<file path="src/rtl/halfsum_mac_pkg.sv">
package halfsum_mac_pkg;

  typedef enum logic [2:0] {
    SQ_IDLE,
    SQ_TAKE_T,
    SQ_TAKE_Z,
    SQ_MUL,
    SQ_ADD_Y,
    SQ_ADD_X,
    SQ_ADD_ONE,
    SQ_DONE
  } seq_state_e;

  localparam int unsigned REQ_N = 4;
  localparam int unsigned REQ_T = 0;
  localparam int unsigned REQ_Z = 1;
  localparam int unsigned REQ_Y = 2;
  localparam int unsigned REQ_X = 3;

endpackage

</file>
<file path="src/rtl/halfsum_mac_adder.sv">
module halfsum_mac_adder #(
  parameter int unsigned W = 17
) (
  input  logic [W-1:0] a,
  input  logic [W-1:0] b,
  input  logic         cin,
  output logic [W-1:0] sum,
  output logic         cout
);

  function automatic logic [W:0] add_carry(input logic [W-1:0] x,
                                           input logic [W-1:0] y,
                                           input logic         c);
    return {1'b0, x} + {1'b0, y} + {{W{1'b0}}, c};
  endfunction

  logic [W:0] full;

  always_comb begin
    full = add_carry(a, b, cin);
    sum  = full[W-1:0];
    cout = full[W];
  end

endmodule

</file>
<file path="src/rtl/halfsum_mac_ctrl.sv">
module halfsum_mac_ctrl
  import halfsum_mac_pkg::*;
#(
  parameter int unsigned OPW = 8
) (
  input  logic             clk,
  input  logic             rst_n,
  input  logic             start,
  output logic [REQ_N-1:0] opnd_req,
  output logic             mul_step,
  output logic             add_y,
  output logic             add_x_one,
  output logic             acc_clr,
  output logic             busy,
  output logic             done
);

  localparam int unsigned CNT_W = (OPW > 1) ? $clog2(OPW) : 1;
  localparam logic [CNT_W-1:0] CNT_LAST = CNT_W'(OPW - 1);

  seq_state_e       state_q, state_d;
  logic [CNT_W-1:0] step_q;

  always_comb begin
    state_d = state_q;
    unique case (state_q)
      SQ_IDLE:    if (start) state_d = SQ_TAKE_T;
      SQ_TAKE_T:  state_d = SQ_TAKE_Z;
      SQ_TAKE_Z:  state_d = SQ_MUL;
      SQ_MUL:     if (step_q == CNT_LAST) state_d = SQ_ADD_Y;
      SQ_ADD_Y:   state_d = SQ_ADD_X;
      SQ_ADD_X:   state_d = SQ_ADD_ONE;
      SQ_ADD_ONE: state_d = SQ_DONE;
      SQ_DONE:    if (!start) state_d = SQ_IDLE;
      default:    state_d = SQ_IDLE;
    endcase
  end

  always_ff @(posedge clk or negedge rst_n) begin
    if (!rst_n) begin
      state_q <= SQ_IDLE;
      step_q  <= '0;
    end else begin
      state_q <= state_d;
      if (state_q == SQ_MUL) step_q <= step_q + 1'b1;
      else                   step_q <= '0;
    end
  end

  always_comb begin
    opnd_req        = '0;
    opnd_req[REQ_T] = (state_q == SQ_TAKE_T);
    opnd_req[REQ_Z] = (state_q == SQ_TAKE_Z);
    opnd_req[REQ_Y] = (state_q == SQ_ADD_Y);
    opnd_req[REQ_X] = (state_q == SQ_ADD_X);
    mul_step        = (state_q == SQ_MUL);
    add_y           = (state_q == SQ_ADD_X);
    add_x_one       = (state_q == SQ_ADD_ONE);
    acc_clr         = (state_q == SQ_IDLE) && start;
    done            = (state_q == SQ_DONE);
    busy            = (state_q != SQ_IDLE) && (state_q != SQ_DONE);
  end

endmodule

</file>
<file path="src/rtl/halfsum_mac_datapath.sv">
module halfsum_mac_datapath
  import halfsum_mac_pkg::*;
#(
  parameter int unsigned OPW = 8
) (
  input  logic               clk,
  input  logic               rst_n,
  input  logic [OPW-1:0]     data_in,
  input  logic [REQ_N-1:0]   opnd_req,
  input  logic               mul_step,
  input  logic               add_y,
  input  logic               add_x_one,
  input  logic               acc_clr,
  output logic [2*OPW:0]     acc_q,
  output logic               acc_we,
  output logic               add_cout
);

  localparam int unsigned ACC_W = 2 * OPW + 1;

  logic [OPW-1:0]   t_q;    // multiplier, shifts right during MUL
  logic [ACC_W-1:0] z_q;    // multiplicand, shifts left during MUL
  logic [OPW-1:0]   y_q;
  logic [OPW-1:0]   x_q;
  logic [ACC_W-1:0] add_b;
  logic [ACC_W-1:0] add_sum;

  always_comb begin
    if (mul_step)       add_b = t_q[0] ? z_q : '0;
    else if (add_y)     add_b = ACC_W'(y_q);
    else if (add_x_one) add_b = ACC_W'(x_q);
    else                add_b = '0;
    acc_we = mul_step | add_y | add_x_one;
  end

  halfsum_mac_adder #(.W(ACC_W)) u_adder (
    .a    (acc_q),
    .b    (add_b),
    .cin  (add_x_one),
    .sum  (add_sum),
    .cout (add_cout)
  );

  always_ff @(posedge clk or negedge rst_n) begin
    if (!rst_n) begin
      t_q <= '0;
      z_q <= '0;
      y_q <= '0;
      x_q <= '0;
    end else begin
      if (opnd_req[REQ_T]) t_q <= data_in;
      else if (mul_step)   t_q <= t_q >> 1;
      if (opnd_req[REQ_Z]) z_q <= ACC_W'(data_in);
      else if (mul_step)   z_q <= z_q << 1;
      if (opnd_req[REQ_Y]) y_q <= data_in;
      if (opnd_req[REQ_X]) x_q <= data_in;
    end
  end

  always_ff @(posedge clk or negedge rst_n) begin
    if (!rst_n)      acc_q <= '0;
    else if (acc_clr) acc_q <= '0;
    else if (acc_we)  acc_q <= add_sum;
  end

endmodule

</file>
<file path="src/rtl/halfsum_mac_eval.sv">
module halfsum_mac_eval
  import halfsum_mac_pkg::*;
#(
  parameter int unsigned OPW = 8
) (
  input  logic                 clk,
  input  logic                 rst_n,
  input  logic                 start,
  input  logic [OPW-1:0]       data_in,
  output logic [REQ_N-1:0]     opnd_req,
  output logic                 busy,
  output logic                 done,
  output logic [2*OPW-1:0]     result
);

  localparam int unsigned ACC_W = 2 * OPW + 1;

  logic             mul_step;
  logic             add_y;
  logic             add_x_one;
  logic             acc_clr;
  logic             acc_we;
  logic             add_cout;
  logic [ACC_W-1:0] acc_q;

  halfsum_mac_ctrl #(.OPW(OPW)) u_ctrl (
    .clk       (clk),
    .rst_n     (rst_n),
    .start     (start),
    .opnd_req  (opnd_req),
    .mul_step  (mul_step),
    .add_y     (add_y),
    .add_x_one (add_x_one),
    .acc_clr   (acc_clr),
    .busy      (busy),
    .done      (done)
  );

  halfsum_mac_datapath #(.OPW(OPW)) u_dp (
    .clk       (clk),
    .rst_n     (rst_n),
    .data_in   (data_in),
    .opnd_req  (opnd_req),
    .mul_step  (mul_step),
    .add_y     (add_y),
    .add_x_one (add_x_one),
    .acc_clr   (acc_clr),
    .acc_q     (acc_q),
    .acc_we    (acc_we),
    .add_cout  (add_cout)
  );

  // halving by wiring: drop the accumulator's bit 0
  assign result = acc_q[ACC_W-1:1];

endmodule

</file>
<file path="config.mk">
export PLATFORM = sky130hd
export DESIGN_NAME = halfsum_mac_eval
export DESIGN_NICKNAME = d
export VERILOG_FILES = /design/src/rtl/halfsum_mac_pkg.sv /design/src/rtl/halfsum_mac_adder.sv /design/src/rtl/halfsum_mac_ctrl.sv /design/src/rtl/halfsum_mac_datapath.sv /design/src/rtl/halfsum_mac_eval.sv
export SDC_FILE = /design/constraint.sdc
export NUM_CORES = 1
export LEC_CHECK = 0
export BUFFER_PORTS_ARGS = -buffer_cell sky130_fd_sc_hd__buf_2
export CORE_ASPECT_RATIO = 0.5
export CORE_UTILIZATION = 60
export CTS_CLUSTER_DIAMETER = 100
export DETAILED_ROUTE_END_ITERATION = 7
export PLACE_DENSITY = 0.8
export SKIP_LAST_GASP = 1
export SLEW_MARGIN = 15
export SYNTH_ARGS = -nofsm -noshare
export SYNTH_HDL_FRONTEND = slang
export SYNTH_HIERARCHICAL = 1
export SYNTH_SLANG_ARGS = --single-unit
</file>
<file path="constraint.sdc">
create_clock -name clk -period 6.4 [get_ports clk]
set_input_delay 1.28 -clock clk [delete_from_list [all_inputs] [get_ports clk]]
set_output_delay 1.28 -clock clk [all_outputs]
set_load 0.02 [all_outputs]
</file>
After elaboration in Yosys (flattened, before gate mapping)

Index checks and enable logic that the tools add are counted.

Register bits: 64
Input port bits: 11
Output and inout port bits: 22
Word-level logic and storage cells: 47

Add/sub/neg operators: 3
Eq/ne operators: 12
Mux-type cells: 15
Bitwise logic cells: 2
Reduce and logical (&&, ||, !) cells: 8

Operator list:

| cell                | count |
|---|---|
| $mux 17             | 6 |
| $mux 8              | 4 |
| $pmux 3 s8          | 1 |
| $add 17x1->17       | 1 |
| $add 17x17->17      | 1 |
| $eq 3x3->1 const B  | 5 |
| $mux 3              | 4 |
| $eq 3x2->1 const B  | 2 |
| $ne 2x2->1 const B  | 3 |
| $reduce_bool 2->1   | 3 |
| $add 3x1->3 const B | 1 |
| $eq 3x1->1 const B  | 1 |
| $logic_not 3->1     | 1 |
| $ne 3x3->1 const B  | 1 |
| $reduce_and 3->1    | 1 |
| $reduce_bool 3->1   | 1 |
| $logic_and 1x1->1   | 2 |
| $or 1x1->1          | 2 |

Depth between registers and ports, before layout

Depth after elaboration: 8
Gate-level depth with buffers: 18

Cells and area by module

The synthesis kept the hierarchy.

By module, submodules not included:

| module               | times used | cells an instance | area an instance (um^2) |
|---|---|---|---|
| halfsum_mac_datapath | 1          | 259               | 2797.7 |
| halfsum_mac_adder    | 1          | 110               | 777.0 |
| halfsum_mac_ctrl     | 1          | 39                | 374.1 |

Worst setup path after synthesis

Ideal clock, no wire load.

Kind: flip-flop to flip-flop
Start point: reg u_ctrl.state_q[0]
End point: reg u_dp.acc_q[12]
Library setup time: 0.078 ns
Arrival time: 3.498 ns
Slack: 2.824 ns
Cell stages (with the launch flop): 18
Path buffers: 3
Clock period less this slack: 3.576 ns
Path through: dfrtp_1 > buf_6 > nor2_1 > buf_2 > buf_2 > nand3b_1 > a22oi_1 > inv_1 > fa_1 > fa_1 > nand2b_1 > a21oi_1 > o311a_1 > o21a_1 > o21bai_1 > a221oi_1 > o31ai_1 > a21oi_1

Word-level cells in the longest chain between the ends: 8
Elaborated cells on any way between the ends: 15
Classes of those cells: add/sub (2); eq/ne (3); mux (5); bitwise (2); reduce/logical (3)

RTL lines:

| item                       | RTL line                   | text |
|---|---|---|
| start, declared            | halfsum_mac_ctrl.sv:21     | `seq_state_e state_q, state_d;` |
| start signal, assigned     | halfsum_mac_ctrl.sv:44     | `state_q <= state_d;` |
| $eq 3x3->1                 | halfsum_mac_ctrl.sv:58     | `add_x_one = (state_q == SQ_ADD_ONE);` |
| named net add_x_one        | halfsum_mac_eval.sv:20     | `logic add_x_one;` |
| $mux 8                     | halfsum_mac_datapath.sv:31 | `else if (add_x_one) add_b = ACC_W'(x_q);` |
| $mux 8                     | halfsum_mac_datapath.sv:30 | `else if (add_y) add_b = ACC_W'(y_q);` |
| $mux 17                    | halfsum_mac_datapath.sv:29 | `if (mul_step) add_b = t_q[0] ? z_q : '0;` |
| named net u_dp.add_b[0]    | halfsum_mac_datapath.sv:25 | `logic [ACC_W-1:0] add_b;` |
| $add 17x17->17             | halfsum_mac_adder.sv:14    | `return {1'b0, x} + {1'b0, y} + {{W{1'b0}}, c};` |
| $add 17x1->17              | halfsum_mac_adder.sv:14    |  |
| named net u_dp.add_sum[12] | halfsum_mac_datapath.sv:26 | `logic [ACC_W-1:0] add_sum;` |
| $mux 17                    | halfsum_mac_datapath.sv:63 | `else if (acc_we) acc_q <= add_sum;` |
| $mux 17                    | halfsum_mac_datapath.sv:62 | `else if (acc_clr) acc_q <= '0;` |
| end signal, assigned       | halfsum_mac_datapath.sv:63 |  |
| end, declared              | halfsum_mac_datapath.sv:14 | `output logic [2*OPW:0] acc_q,` |

The timed path passes the listed nets, and every way through them passes these cells. The select of a mux whose other input is x is not followed.
A chain may end at the register's enable or synchronous reset.

Worst setup path after layout

Start point: reg u_ctrl.state_q[2]
End point: reg u_dp.acc_q[12]

Elaborated cells on any way between the ends: 15
Classes of those cells: add/sub (2); eq/ne (3); mux (5); bitwise (2); reduce/logical (3)

RTL lines:

| item                       | RTL line                   | text |
|---|---|---|
| $eq 3x2->1                 | halfsum_mac_ctrl.sv:56     | `mul_step = (state_q == SQ_MUL);` |
| named net mul_step         | halfsum_mac_eval.sv:18     | `logic mul_step;` |
| $mux 17                    | halfsum_mac_datapath.sv:29 |  |
| named net u_dp.add_b[0]    | halfsum_mac_datapath.sv:25 |  |
| $add 17x17->17             | halfsum_mac_adder.sv:14    |  |
| $add 17x1->17              | halfsum_mac_adder.sv:14    |  |
| named net u_dp.add_sum[12] | halfsum_mac_datapath.sv:26 |  |
| $mux 17                    | halfsum_mac_datapath.sv:63 |  |
| $mux 17                    | halfsum_mac_datapath.sv:62 |  |

The timed path passes the listed nets, and every way through them passes these cells. The select of a mux whose other input is x is not followed.

==> out/qor.yml <==
syn_area_per_cell_sq_um: 9.751
rows: 20
power_frac_comb_pct: 53.0
clock.fmax_mhz: 235.4
die_h_um: 59.16
maxSlewHeadroom_pct: 37.73
cts_buffers: 9
cts-resized-gates: 0
slew_violations: 0
wire_per_inst_um: 17.22
power.internal_mw: 1.494
tightest_slew_ns: 0.9341
ys_warn_count: 6
fp.dieArea_sq_mm: 0.006880
power_density_mw_per_mm2: 588.2
min_period_ns: 4.249
worstSetupStartpointType: "flop"
root_buffer: "clkbuf_16"
hold_buffers: 0
rsz0062_at_grt: "false"
cpMostUsedCell: "a21oi_1"
place_hpwl_mm: 5.708
tritoncts: "yes"
grt_pass1_wl_mm: 14.26
p_switching_mw: 1.089
gr-usage-all-layers_pct: 27.94
leakagePower_nw: 2.119
grt_pass1_vias: 2992
p_seq_share_pct: 28.7
wl_mm: 8.834
drc_errors: 0
clock_latency_ns: 0.33
clock_skew_ns: 0.006689
setup_tns_ns: 0
grt_overflow: 0
antenna_found_initial: 0
layout-drive-gt1-share_pct: 19.29
htree_num_levels: 3
syn_area_sq_mm: 0.003920
synth_nets: 433
gp_congestion: 0.8856
max_cap_viol_count: 0
post-route-util_pct: 71.05
path_cells: "inv_2 > and3_4 > a21oi_1 > a22oi_1 > inv_1 > fa_1 > fa_1 > nand2b_1 > a21oi_1 > o311a_1 > o21a_1 > o21bai_1 > a221oi_1 > o31ai_1 > a21oi_1"
die_w_um: 116.3
crit_slowest_cell: "and3_4"
synth_cells: 402
arrival_ns: 4.49
critPathKind: "flop to flop"
drt_first_pass_iters: 5
switching_share_pct: 42.18
drt-vias-per-instance: 6.121
clock_sinks: 64
grt_max_degree: 88
io_pins: 33
coreArea_sq_mm: 0.006181
fin_crit_sh_pct: 66.39
nNetsFinal: 452
syn_to_final_growth_pct: 12.03
vias: 3140
ant_nets: 0
start_util_pct: 63.42
num_antenna_cells: 0
clk_pin_slew_ns: 0.05
whs_ns: 0.4759
critical_path_required_ns: 6.65
hold_class: "flop to flop"
post_cts_buffers: 0
cp_max_fo: 87
cpPeakStageDelay_ns: 0.81
clockBufferDepth: 2
share_clk_of_total_power_pct: 18.2
status: "finished clean"
io_buffer_count: 32
hold_viol_final: 0
drt_iter0_drc: 222
vdd_drop_max_mv: 0.5867
setup_viol: 0
end_kind: "flop"
-- cell usage in the layout (no fill, tap or decap), types with 2 or more instances in the layout --
cell type  count
a21oi_1       43
a31oi_1        2
clkbuf_16      9
o21ai_0       26
a21o_1         2
clkbuf_8       4
fa_1           2
ha_1          18
and2_1         4
nand2b_1       3
xnor2_1        8
a22oi_1        9
buf_4          6
buf_2         32
mux2_2        16
nand3b_1       8
dfrtp_1       64
o31ai_1       17
nand2_1       33
nor2b_1        2
o21a_1         3
or4b_1        16
xor2_1         3
inv_1         10
nor2_1        24
mux2i_1       23
a21oi_2        2
and3_1        10
-- stage by stage --
stage | total power, mW | setup WS (ns) | instances | instance area, sq um
5_1_grt | 2.762 | 1.865 | 513 | 4392
4_1_cts | 2.580 | 2.227 | 513 | 4392
2_1_floorplan | 1.809 | 2.834 | 402 | 3920
3_5_place_dp | 2.087 | 2.253 | 498 | 4099
6_report | 2.583 | 2.151 | 513 | 4392
3_3_place_gp | 2.010 | 2.341 | 498 | 4099
-- power groups by stage --
stage	combinational, mW	clock, mW	sequential [mW]
after detailed placement	1.34	0	0.742
after floorplan	1.07	0	0.735
final	1.37	0.471	0.742
after global placement	1.28	0	0.728
after CTS	1.36	0.479	0.738
after global routing	1.51	0.494	0.762
-- path summary, 6_finish.rpt --
check                                              startpoint                            end  slack, ns  depth (start not counted)
worst max-delay path            u_ctrl/state_q[2]$_DFFE_PN0P_     u_dp/acc_q[12]$_DFFE_PN0P_       2.15                         15
worst min register to register     u_ctrl/step_q[0]$_DFF_PN0_     u_ctrl/step_q[0]$_DFF_PN0_       0.48                          1
min in group asynchronous                               rst_n  u_ctrl/state_q[2]$_DFFE_PN0P_       1.12                          2
worst max register to register  u_ctrl/state_q[2]$_DFFE_PN0P_     u_dp/acc_q[12]$_DFFE_PN0P_       2.15                         15
max in group asynchronous                               rst_n     u_dp/acc_q[10]$_DFFE_PN0P_       4.73                          2
worst min-delay path               u_ctrl/step_q[0]$_DFF_PN0_     u_ctrl/step_q[0]$_DFF_PN0_       0.48                          1
-- registers in the layout, indices dropped and copies added, names as in the netlist --
name	count
u_dp/y_q	8
u_dp/z_q	17
u_dp/acc_q	17
u_dp/t_q	8
u_ctrl/step_q	3
u_dp/x_q	8
u_ctrl/state_q	3
-- layer usage --
metal  track usage [%]  up-vias  wire [um]
met5                 0        -          0
met4             12.82        0        136
met1             34.83     1531       4076
met3             6.953       18        426
li1                  -     1503          -
met2             46.66       88       4194
-- critical path, delay by kind of cell (launching register included) --
family | cells | cell delay, ns
flops | 1 | 0.49
simple gates | 2 | 1.00
buf+inv | 2 | 0.24
compound gates | 9 | 1.55
fa+ha+maj | 2 | 0.86
-- cell type report --
cell class / count / area [sq um]
Multi-Input combinational cell: 297 / 2141
Inverter: 11 / 41.29
Sequential cell: 64 / 1602
Fill cell: 474 / 1789
Clock buffer: 13 / 280.3
Clock inverter: 2 / 12.51
Tap cell: 88 / 110.1
Timing Repair Buffer: 38 / 205.2
No activity file was read; power rests on OpenSTA's default activity.
